$ cat src/rtl/pvreg_pkg.sv
package pvreg_pkg;
   // dword indices of the header (address bits above bit 1)
   localparam int DW_HFEAT  = 0;
   localparam int DW_GFEAT  = 1;
   localparam int DW_PFN    = 2;
   localparam int DW_QSZSEL = 3;
   localparam int DW_NTFY   = 4;
   localparam int DW_VEC    = 5;

   localparam int          PAGE_SHIFT  = 12;
   localparam int          QBASE_W     = 32 + PAGE_SHIFT;
   localparam logic [15:0] NO_VEC      = 16'hFFFF;
   localparam int          DCFG_LEGACY = 20;
   localparam int          DCFG_MSIX   = 24;

   typedef struct packed {
      logic hfeat;
      logic gfeat;
      logic pfn;
      logic qszsel;
      logic ntfy;
      logic vec;
      logic dcfg;
   } hit_t;

   function automatic logic [31:0] lane_merge(input logic [31:0] cur,
                                              input logic [31:0] nxt,
                                              input logic [3:0]  en);
      logic [31:0] res;
      for (int l = 0; l < 4; l++)
         res[l*8 +: 8] = en[l] ? nxt[l*8 +: 8] : cur[l*8 +: 8];
      return res;
   endfunction
endpackage

$ cat src/rtl/pvreg_decode.sv
module pvreg_decode
   import pvreg_pkg::*;
#(
   parameter int ADDR_W  = 8,
   parameter bit MSIX_EN = 1'b1
) (
   input  logic [ADDR_W-1:0] addr,
   output hit_t              hit,
   output logic [ADDR_W-1:0] dcfg_off
);
   localparam int              DW_W = ADDR_W - 2;
   localparam int              BASE = MSIX_EN ? DCFG_MSIX : DCFG_LEGACY;
   localparam logic [ADDR_W-1:0] BASE_A = ADDR_W'(BASE);

   logic [DW_W-1:0] dw;
   assign dw = addr[ADDR_W-1:2];

   always_comb begin
      hit        = '0;
      hit.dcfg   = (addr >= BASE_A);
      hit.hfeat  = (dw == DW_W'(DW_HFEAT));
      hit.gfeat  = (dw == DW_W'(DW_GFEAT));
      hit.pfn    = (dw == DW_W'(DW_PFN));
      hit.qszsel = (dw == DW_W'(DW_QSZSEL));
      hit.ntfy   = (dw == DW_W'(DW_NTFY));
      hit.vec    = MSIX_EN && (dw == DW_W'(DW_VEC));
   end

   assign dcfg_off = addr - BASE_A;
endmodule

$ cat src/rtl/pvreg_isr.sv
module pvreg_isr (
   input  logic       clk,
   input  logic       rst_n,
   input  logic       set_q,
   input  logic       set_c,
   input  logic       clr,
   output logic [7:0] isr
);
   logic [1:0] cause_r, cause_n;

   always_comb begin
      cause_n    = clr ? 2'b00 : cause_r;
      cause_n[0] = cause_n[0] | set_q;
      cause_n[1] = cause_n[1] | set_c;
   end

   always_ff @(posedge clk) begin
      if (!rst_n) cause_r <= 2'b00;
      else        cause_r <= cause_n;
   end

   assign isr = {6'b0, cause_r};
endmodule

$ cat src/rtl/pvreg_qbank.sv
module pvreg_qbank
   import pvreg_pkg::*;
#(
   parameter int NUM_Q   = 4,
   parameter bit MSIX_EN = 1'b1
) (
   input  logic                     clk,
   input  logic                     rst_n,
   input  logic                     dev_reset,
   input  logic [15:0]              sel,
   input  logic                     pfn_we,
   input  logic                     vec_we,
   input  logic [3:0]               be,
   input  logic [31:0]              wdata,
   output logic                     sel_valid,
   output logic [31:0]              sel_pfn,
   output logic [15:0]              sel_vec,
   output logic [NUM_Q*QBASE_W-1:0] q_base,
   output logic [NUM_Q*16-1:0]      q_vec
);
   logic [31:0] pfn_r [NUM_Q];
   logic [15:0] vec_w [NUM_Q];

   for (genvar g = 0; g < NUM_Q; g++) begin : g_q
      logic hit_g;
      assign hit_g = (sel == 16'(g));

      always_ff @(posedge clk) begin
         if (!rst_n || dev_reset)  pfn_r[g] <= '0;
         else if (pfn_we && hit_g) pfn_r[g] <= lane_merge(pfn_r[g], wdata, be);
      end
      assign q_base[g*QBASE_W +: QBASE_W] = {pfn_r[g], {PAGE_SHIFT{1'b0}}};

      if (MSIX_EN) begin : g_vec
         logic [15:0] vec_r;
         logic [31:0] vmerge;
         assign vmerge = lane_merge({vec_r, 16'h0}, wdata, {be[3:2], 2'b00});
         always_ff @(posedge clk) begin
            if (!rst_n || dev_reset)  vec_r <= '0;
            else if (vec_we && hit_g) vec_r <= vmerge[31:16];
         end
         assign vec_w[g] = vec_r;
      end else begin : g_novec
         assign vec_w[g] = NO_VEC;
      end
      assign q_vec[g*16 +: 16] = vec_w[g];
   end

   if (!MSIX_EN) begin : g_unused
      logic unused_vec_we;
      assign unused_vec_we = vec_we;
   end

   always_comb begin
      sel_valid = 1'b0;
      sel_pfn   = '0;
      sel_vec   = '0;
      for (int i = 0; i < NUM_Q; i++) begin
         if (sel == 16'(i)) begin
            sel_valid = 1'b1;
            sel_pfn   = pfn_r[i];
            sel_vec   = vec_w[i];
         end
      end
   end
endmodule

$ cat src/rtl/pvreg_legacy.sv
module pvreg_legacy
   import pvreg_pkg::*;
#(
   parameter int          ADDR_W    = 8,
   parameter int          NUM_Q     = 4,
   parameter int          QSZ_LOG2  = 8,
   parameter logic [31:0] HOST_FEAT = 32'hA5C3_0F11,
   parameter bit          MSIX_EN   = 1'b1
) (
   input  logic                     clk,
   input  logic                     rst_n,
   input  logic [ADDR_W-1:0]        addr,
   input  logic [3:0]               be,
   input  logic                     wr,
   input  logic                     rd,
   input  logic [31:0]              wdata,
   output logic [31:0]              rdata,
   output logic                     dcfg_hit,
   output logic [ADDR_W-1:0]        dcfg_off,
   input  logic [31:0]              dcfg_rdata,
   output logic                     notify_vld,
   output logic [15:0]              notify_q,
   output logic [7:0]               dev_status,
   output logic [NUM_Q*QBASE_W-1:0] q_base,
   output logic [15:0]              cfg_vec,
   output logic [NUM_Q*16-1:0]      q_vec,
   input  logic                     irq_queue,
   input  logic                     irq_config,
   output logic                     intx
);
   localparam logic [15:0] QSIZE = 16'(1 << QSZ_LOG2);

   if (ADDR_W < 6 || ADDR_W > 16) begin : g_bad_addr
      $error("pvreg_legacy: ADDR_W must lie in 6..16");
   end
   if (NUM_Q < 1 || NUM_Q > 1024) begin : g_bad_q
      $error("pvreg_legacy: NUM_Q must lie in 1..1024");
   end
   if (QSZ_LOG2 < 0 || QSZ_LOG2 > 15) begin : g_bad_sz
      $error("pvreg_legacy: QSZ_LOG2 must lie in 0..15");
   end

   hit_t        hit;
   logic [31:0] gfeat_r;
   logic [15:0] qsel_r;
   logic [7:0]  status_r;
   logic [7:0]  isr;
   logic        dev_reset, status_we, isr_clr;
   logic        sel_valid;
   logic [31:0] sel_pfn;
   logic [15:0] sel_vec;
   logic [31:0] qsel_m;

   pvreg_decode #(.ADDR_W(ADDR_W), .MSIX_EN(MSIX_EN)) u_dec (
      .addr     (addr),
      .hit      (hit),
      .dcfg_off (dcfg_off)
   );

   assign status_we = wr && hit.ntfy && be[2];
   assign dev_reset = status_we && (wdata[23:16] == 8'h00);
   assign isr_clr   = rd && hit.ntfy && be[3];
   assign dcfg_hit  = (rd || wr) && hit.dcfg;

   pvreg_qbank #(.NUM_Q(NUM_Q), .MSIX_EN(MSIX_EN)) u_bank (
      .clk       (clk),
      .rst_n     (rst_n),
      .dev_reset (dev_reset),
      .sel       (qsel_r),
      .pfn_we    (wr && hit.pfn),
      .vec_we    (wr && hit.vec),
      .be        (be),
      .wdata     (wdata),
      .sel_valid (sel_valid),
      .sel_pfn   (sel_pfn),
      .sel_vec   (sel_vec),
      .q_base    (q_base),
      .q_vec     (q_vec)
   );

   pvreg_isr u_isr (
      .clk   (clk),
      .rst_n (rst_n),
      .set_q (irq_queue),
      .set_c (irq_config),
      .clr   (isr_clr),
      .isr   (isr)
   );

   assign qsel_m = lane_merge({qsel_r, 16'h0}, wdata, {be[3:2], 2'b00});

   always_ff @(posedge clk) begin
      if (!rst_n || dev_reset) begin
         gfeat_r <= '0;
         qsel_r  <= '0;
      end else begin
         if (wr && hit.gfeat)  gfeat_r <= lane_merge(gfeat_r, wdata, be);
         if (wr && hit.qszsel) qsel_r  <= qsel_m[31:16];
      end
   end

   always_ff @(posedge clk) begin
      if (!rst_n) begin
         status_r   <= '0;
         notify_vld <= 1'b0;
         notify_q   <= '0;
      end else begin
         if (status_we) status_r <= wdata[23:16];
         notify_vld <= wr && hit.ntfy && (|be[1:0]);
         if (wr && hit.ntfy && (|be[1:0])) notify_q <= wdata[15:0];
      end
   end
   assign dev_status = status_r;

   if (MSIX_EN) begin : g_cfgvec
      logic [15:0] cvec_r;
      logic [31:0] cmerge;
      assign cmerge = lane_merge({16'h0, cvec_r}, wdata, {2'b00, be[1:0]});
      always_ff @(posedge clk) begin
         if (!rst_n || dev_reset) cvec_r <= '0;
         else if (wr && hit.vec)  cvec_r <= cmerge[15:0];
      end
      assign cfg_vec = cvec_r;
   end else begin : g_nocfgvec
      assign cfg_vec = NO_VEC;
   end

   logic [31:0] rd_mux;
   always_comb begin
      rd_mux = '0;
      if (hit.dcfg)        rd_mux = dcfg_rdata;
      else if (hit.hfeat)  rd_mux = HOST_FEAT;
      else if (hit.gfeat)  rd_mux = gfeat_r;
      else if (hit.pfn)    rd_mux = sel_valid ? sel_pfn : 32'h0;
      else if (hit.qszsel) rd_mux = {qsel_r, sel_valid ? QSIZE : 16'h0};
      else if (hit.ntfy)   rd_mux = {isr, status_r, 16'h0};
      else if (hit.vec)    rd_mux = {sel_valid ? sel_vec : 16'h0, cfg_vec};
   end

   always_ff @(posedge clk) begin
      if (!rst_n)  rdata <= '0;
      else if (rd) rdata <= rd_mux;
   end

   assign intx = |isr;
endmodule

$ cat config.mk
export PLATFORM = sky130hd
export DESIGN_NAME = pvreg_legacy
export DESIGN_NICKNAME = d
export VERILOG_FILES = /design/src/rtl/pvreg_pkg.sv /design/src/rtl/pvreg_decode.sv /design/src/rtl/pvreg_isr.sv /design/src/rtl/pvreg_qbank.sv /design/src/rtl/pvreg_legacy.sv
export SDC_FILE = /design/constraint.sdc
export NUM_CORES = 1
export LEC_CHECK = 0
export BUFFER_PORTS_ARGS = -buffer_cell sky130_fd_sc_hd__buf_2
export CAP_MARGIN = 20
export CORE_UTILIZATION = 40
export CTS_BUF_LIST = sky130_fd_sc_hd__clkbuf_2 sky130_fd_sc_hd__clkbuf_4 sky130_fd_sc_hd__clkbuf_8
export DETAILED_ROUTE_END_ITERATION = 7
export PLACE_DENSITY = 0.64
export RECOVER_POWER = 100
export SLEW_MARGIN = 20
export SYNTH_ARGS = -nofsm -noshare
export SYNTH_HDL_FRONTEND = slang
export SYNTH_SLANG_ARGS = --single-unit
$ cat constraint.sdc
create_clock -name clk -period 3.9 [get_ports clk]
set_input_delay 0.78 -clock clk [delete_from_list [all_inputs] [get_ports clk]]
set_output_delay 0.78 -clock clk [all_outputs]
set_load 0.005 [all_outputs]
-- After elaboration in Yosys (flattened, before gate mapping)
Memory sizes are Yosys's and may differ from the RTL's.
Cells that the tools add are included.
- bitwise logic cells: 6
- add/subtract/negate cells: 1
- equality and inequality tests: 8
- reductions and logical operators: 43
- muxes and demuxes: 57
- magnitude comparators: 1
- operator list (cell ; number):
    32-bit 2-to-1 mux ; 16
    8-bit 2-to-1 mux ; 16
    16-bit 2-to-1 mux ; 5
    16-bit by 2-bit == test with 1-bit output (second input constant) ; 2
    2-bit AND reduction ; 16
    1-bit logical AND ; 19
    1-bit 2-to-1 mux ; 18
    16-bit by 1-bit == test with 1-bit output (second input constant) ; 1
    16-bit logical NOT ; 1
    6-bit by 2-bit == test with 1-bit output (second input constant) ; 2
    6-bit by 3-bit == test with 1-bit output (second input constant) ; 2
    9-bit 2-to-1 mux ; 1
    8-bit by 5-bit >= comparator with 1-bit output (second input constant) ; 1
    8-bit logical NOT ; 1
    8-bit by 5-bit subtractor with 8-bit output (second input constant) ; 1
    6-bit by 1-bit == test with 1-bit output (second input constant) ; 1
    6-bit logical NOT ; 1
    1-bit OR ; 6
    2-bit OR reduction ; 2
    1-bit logical OR ; 2
    2-bit 2-to-1 mux ; 1
    1-bit logical NOT ; 1
- memories kept: 1
- input bits: 82
- flip-flop bits (word level): 187
- bits in writable memories: 128
- memory list (name ; words ; bits a word ; read ports ; clocked after memory_dff ; write ports ; RTL line ; text):
    u_bank.pfn_r ; 4 ; 32 ; 4 ; 0 ; 4 ; pvreg_qbank.sv:21 ; logic [31:0] pfn_r [NUM_Q];

-- Logic depth before layout (Yosys ltp)
Gate-level depths: netlist of the first run.
- depth after elaboration: 13
- depth in mapped cells: 9
- mapped depth without buffers: 6

-- Modules after synthesis
From an unflattened synthesis of the first run, not the netlist that was laid out.
- cell total of the unflattened synthesis: 1524
- area, all modules: 15304.7 sq um
- modules (own cells, without submodules) (module ; area an instance (sq um) ; cells an instance ; instances):
    pvreg_qbank ; 9069.9 ; 826 ; 1
    pvreg_legacy ; 5968.2 ; 663 ; 1
    pvreg_decode ; 150.1 ; 22 ; 1
    pvreg_isr ; 116.4 ; 13 ; 1

-- Worst setup path before layout of the first run
No wires, ideal clock.
- kind: input port to flip-flop
- start point: in addr[5]
- end point: mem u_bank.pfn_r[0][24], enable pin
- setup time: 0.326 ns
- arrival time: 2.482 ns
- path slack: 1.093 ns
- stages on the path: 6
- buffers on the path: 1
- required time: 3.574 ns
- cells stage by stage: buf_2 > or3_1 > nor2_2 > nand4b_1 > nor3_2 > a21o_1
- RTL lines (what ; RTL line ; text):
    start: declaration ; pvreg_legacy.sv:12 ; input logic [ADDR_W-1:0] addr,
    end: declaration ; pvreg_qbank.sv:21 ;

==> results of run 1 <==
==> placed cells by master, fill, tap and decap left out, types with 17 or more instances in the layout <==
cell type	n
o21ai_0	69
dfxtp_1	186
mux2i_1	66
clkbuf_1	191
buf_4	29
and2_1	79
conb_1	48
o22ai_1	21
nor2_1	103
and2_0	53
edfxtp_1	128
clkbuf_8	59
mux2_2	19
nand3_1	29
buf_2	171
clkbuf_4	18
nand2_1	257
o211ai_1	17
a21oi_1	126
==> worst paths after layout <==
kind,from,to,slack [ns]
worst max register to register,qsel_r[0]$_SDFFE_PP0P_,u_bank.g_q[3].g_vec.vec_r[0]$_SDFFE_PP0P_,0.79
worst min register to register,gfeat_r[4]$_SDFFE_PP0P_,gfeat_r[4]$_SDFFE_PP0P_,0.45
worst min-delay path,dcfg_rdata[6],rdata[6]$_SDFFE_PN0P_,0.41
worst max-delay path,addr[3],u_bank.pfn_r[1][7]$_SDFFCE_PN0P_,0.66
==> where the power goes <==
part | internal [uW] | switching [uW]
Combinational | 136 | 320
Clock | 1760 | 1420
Sequential | 3490 | 54.3
==> worst register-to-register path: cells and delay by family (launching register included) <==
family | cells | cell delay (ns)
AND/OR/NAND/NOR | 4 | 1.63
flip-flops | 1 | 0.72
buffers and inverters | 1 | 0.47
AO/OA/AOI/OAI | 1 | 0.20
==> sequential cells by signal (all words and copies together), names as in the netlist <==
name                    cells
u_bank.pfn_r              128
u_bank.g_q.g_vec.vec_r     64
gfeat_r                    32
rdata                      32
cfg_vec                    16
notify_q                   16
qsel_r                     16
dev_status                  8
u_isr.cause_r               2
notify_vld                  1
==> kinds of logic after synthesis <==
group	after synthesis	share of synthesized area
xor gates and xnor gates	3	0.00182
adders and majority gates	1	0.000866
DFF	315	0.525
AOI/OAI and AO/OA	345	0.151
other	1	0.000260
and+or+nand+nor	603	0.201
buffers and inverters	165	0.0578
muxes	86	0.0621
==> routing by layer <==
layer | global-route usage | wire (um) | vias up
li1 | - | - | 5957
met1 | 0.356 | 21200 | 6370
met3 | 0.0788 | 5860 | 159
met2 | 0.508 | 27200 | 811
met4 | 0.158 | 3040 | 8
met5 | 0 | 47 | -
==> final cells by class <==
type,count,area (um2),share of cell area
sequential,315,7590,0.438
multi-input combinational,1086,6200,0.357
timing repair buffer,395,1820,0.105
clock buffer,77,947,0.0546
tap,461,577,0.0333
clock inverter,20,180,0.0104
inverter,5,18.8,0.00108
antenna,3,7.51,0.000433
==> per-stage QoR <==
step           hold slack, ns  instance area [um2]
2_1_floorplan           0.436                14600
3_3_place_gp            0.441                16500
3_5_place_dp            0.447                16500
4_1_cts                 0.384                17600
5_1_grt                 0.402                17300
6_report                0.412                17300
==> results_dict.tcl, run 1 <==
set metrics [dict create \
    portBuffers 352 \
    routedWlPerCell_um 24.3 \
    ir_worst_vdd_v 0.000244 \
    worst_pin_slew_ns 1.09 \
    grt_pass1_wl_um 81000 \
    cts_made_buffers 54 \
    core_area_um2 35600 \
    synth.distinct_cells 64 \
    die-area_um2 36900 \
    dpl.cell_count 2262 \
    ys_ff_latch 315 \
    vias_per_cell 5.63 \
    finalMaxSlewViolations 0 \
    ys.flop_type "dfxtp_1" \
    layout-drive-gt1-share 0.173 \
    num_vias 13300 \
    ff2ff_path_depth 6 \
    fmax_mhz 309 \
    cts.sinks 315 \
    cts.clk_slew.worst_paths_ns 0.06 \
    avgSynthCellArea_um2 9.51 \
    skew_ns 0.0353 \
    max_cap_viol_count 0 \
    start_util 0.406 \
    ctsHoldBuffers 0 \
    setup_tns_ns 0 \
    synth_area_leaders "edfxtp_1 (27%), dfxtp_1 (26%), nand2_1 (6.7%)" \
    cp_slowest_stage_delay_ns 0.83 \
    crit_required_ns 4.36 \
    dpl.hpwl_um 41900 \
    crit_path_end_kind "flip-flop" \
    rsz0062_at_grt "no" \
    crit_cells 8 \
    grt.total_usage 0.303 \
    cts_resized 0 \
    cts_htree_levels 2 \
    fin_crit_ns 3.24 \
    instances_no_fill 2362 \
    syn_to_final_growth_pct 20.0 \
    first_pass_iters 8 \
    slew_headroom 0.266 \
    p_leak_uw 0.00679 \
    cts_root_buffer "clkbuf_8" \
    p_per_area_nw_per_um2 414 \
    crit_family "simple AND/OR/NAND/NOR gates" \
    synth.most_common_cell "nand2_1" \
    rows 69 \
    worst_path_most_repeated_cell "clkbuf_1" \
    nFillCells 3529 \
    setup_violations 0 \
    nNetsFinal 1940 \
    finalPower_uw 7180 \
    synth_edf_count 128 \
    grt_max_degree 145 \
    wl_um 57400 \
    drt_iter0_markers 1249 \
    gp_congestion 0.923 \
    grt_antenna_before_repair 7 \
    place_ws_ns 0.500 \
    dieHeight_um 192 \
    hold_viol 0 \
    synth_cells 1519 \
    final_util 0.487 \
    synth_commonest_cells "nand2_1 (257), dfxtp_1 (187), and2_1 (132), edfxtp_1 (128), a21oi_1 (126)" \
    fin_ws_ns 0.662 \
    period_share 0.830 \
    route.detailed.drc 0 \
    worstPathArrival_ns 3.69 \
    cts_buffer_depth 3 \
    synth_top_area_share 0.266 \
    clock_latency_ns 0.62 \
    hold_path.class "in2reg" \
    synth_warnings 0 \
    ant_nets 0 \
    yosysTopAreaCell "edfxtp_1" \
    critPathKind "in2reg" \
    post_cts.repair.setup_buffers 0 \
    cp_cell_sequence "clkbuf_1 -> nor4_1 -> nand3_1 -> o31ai_1 -> nand4b_1 -> nor3_4 -> clkbuf_1 -> and2_0" \
    synth-seq-area-share 0.525 \
    cts_tree "done" \
    hold_path_depth 3 \
    async_flop_share 0 \
    ios 405 \
    critPathBufInv 2 \
    status "finished clean" \
    crit_path_max_fanout 24 \
    start_kind "primary input" \
    cp_slowest_cell "clkbuf_1" \
    syn_area_um2 14400 \
    grt_overflow 0 \
    grt_pass1_vias 12600 \
    die_x_um 192 \
]
Note: power is estimated with default switching activity, not from simulation.
==> run 2: changes to the inputs <==
PLACE_DENSITY = 0.66   (was 0.64)
clock period = 2.85 ns   (was 3.9 ns; I/O delays follow)
==> results_dict.tcl, run 2 (synthesis gave the netlist of run 1 again) <==
set metrics [dict create \
    routedWlPerCell_um 23.7 \
    reg2reg_from "qsel_r[1]$_SDFFE_PP0P_" \
    cp_slowest_cell "or4_1" \
    route.detailed.drc 0 \
    crit_path_max_fanout 8 \
    p_per_area_nw_per_um2 551 \
    crit_path_end_kind "flip-flop" \
    fin_crit_ns 2.79 \
    rows 69 \
    place_ws_ns -0.168 \
    hold_path.class "in2reg" \
    reg.largest.list "u_bank.pfn_r (128), u_bank.g_q.g_vec.vec_r (64)" \
    core_area_um2 35600 \
    finalMaxSlewViolations 0 \
    regMostFlops "u_bank.pfn_r" \
    worst_pin_slew_ns 0.891 \
    grt_antenna_before_repair 8 \
    die-area_um2 36900 \
    cts_made_buffers 53 \
    cts_tree "done" \
    cp_slowest_stage_delay_ns 0.63 \
    route.top_layer_used "met5" \
    drt_iter0_markers 1272 \
    status "finished clean" \
    ant_nets 0 \
    critPathKind "in2reg" \
    dieHeight_um 192 \
    wl_um 57200 \
    cts_htree_levels 2 \
    grt_overflow 0 \
    portBuffers 352 \
    period_share 0.979 \
    start_kind "primary input" \
    skew_ns 0.0435 \
    mostFrequentLayoutCells "nand2_1 (258), clkbuf_1 (201), dfxtp_1 (186)" \
    holdWs_ns 0.196 \
    dpl.hpwl_um 42800 \
    crit_required_ns 3.38 \
    cts_buffer_depth 3 \
    rsz0062_at_grt "no" \
    vias_per_cell 5.55 \
    syn_to_final_growth_pct 22.2 \
    num_vias 13400 \
    largest_reg_flops 128 \
    grt.total_usage 0.302 \
    grt_pass1_vias 12900 \
    grt_max_degree 70 \
    rrSetupSlack_ns 0.21 \
    grt_pass1_wl_um 81200 \
    hold_viol 0 \
    start_util 0.406 \
    cts.sinks 315 \
    p_leak_uw 0.00702 \
    layout-drive-gt1-share 0.194 \
    cts.clk_slew.worst_paths_ns 0.07 \
    max_cap_viol_count 0 \
    cts_resized 0 \
    ir_worst_vdd_v 0.000369 \
    gp_congestion 0.960 \
    drt-met1-wl_um 21400 \
    die_x_um 192 \
    route.met2.wl_um 27400 \
    finalPower_uw 9720 \
    post_cts.repair.setup_buffers 0 \
    ios 405 \
    fmax_mhz 358 \
    setup_tns_ns 0 \
    nNetsFinal 1997 \
    crit_start "addr[5]" \
    cts_root_buffer "clkbuf_8" \
    fin_ws_ns 0.0588 \
    setup_violations 0 \
    slew_headroom 0.406 \
    final_common_cell "nand2_1" \
    cp_cell_sequence "buf_2 -> clkbuf_4 -> clkbuf_1 -> or4_1 -> nor3_2 -> nand2_1 -> buf_4 -> nor3_1 -> clkbuf_1 -> nand2_1 -> a21oi_1" \
    min_from "dcfg_rdata[2]" \
    worstPathArrival_ns 3.32 \
    dr_wl_met3_um 5800 \
    ctsHoldBuffers 0 \
    first_pass_iters 7 \
    clock_latency_ns 0.63 \
]
## run 2: worst max-delay path: cells and delay by family
kind	cells	cell delay, ns
AND/OR/NAND/NOR	5	1.55
buffers and inverters	5	1.03
AO/OA/AOI/OAI	1	0.17
## run 2: area by class of cell
| cell class | count | area (um2) |
|---|---|---|
| timing repair buffer | 453 | 2190 |
| clock buffer | 89 | 1060 |
| sequential | 315 | 7590 |
| clock inverter | 6 | 40.0 |
| antenna | 3 | 7.51 |
| multi-input combinational | 1086 | 6170 |
| fill | 3495 | 17900 |
| inverter | 5 | 18.8 |
| tap | 461 | 577 |
## run 2: layer usage
metal / track usage / vias up
met5: 0 / -
met4: 0.137 / 8
met3: 0.0861 / 166
met2: 0.511 / 769
met1: 0.352 / 6405
li1: - / 6069
## run 2: path summary, 6_finish.rpt
check / depth (start not counted) / to
worst max register to register: 5 / u_bank.pfn_r[1][39]$_SDFFCE_PN0P_
worst min-delay path: 3 / rdata[2]$_SDFFE_PN0P_
worst max-delay path: 11 / u_bank.g_q[2].g_vec.vec_r[6]$_SDFFE_PP0P_
worst min register to register: 2 / gfeat_r[4]$_SDFFE_PP0P_
## run 2: per-stage QoR
step / area, um2 / util / cells
floorplan: 14600 / - / 1566
global placement: 17000 / 0.478 / 2320
detailed placement: 17000 / 0.478 / 2320
CTS: 18100 / 0.509 / 2415
global route: 17600 / 0.496 / 2418
finish: 17600 / 0.496 / 2418
## run 2: power by group
part | switching, uW | leakage (uW) | internal [uW] | total [uW]
clock network | 1890 | 0.000591 | 2320 | 4210
registers | 72.9 | 0.00285 | 4780 | 4850
logic | 449 | 0.00359 | 205 | 654
total | 2410 | 0.00702 | 7310 | 9720
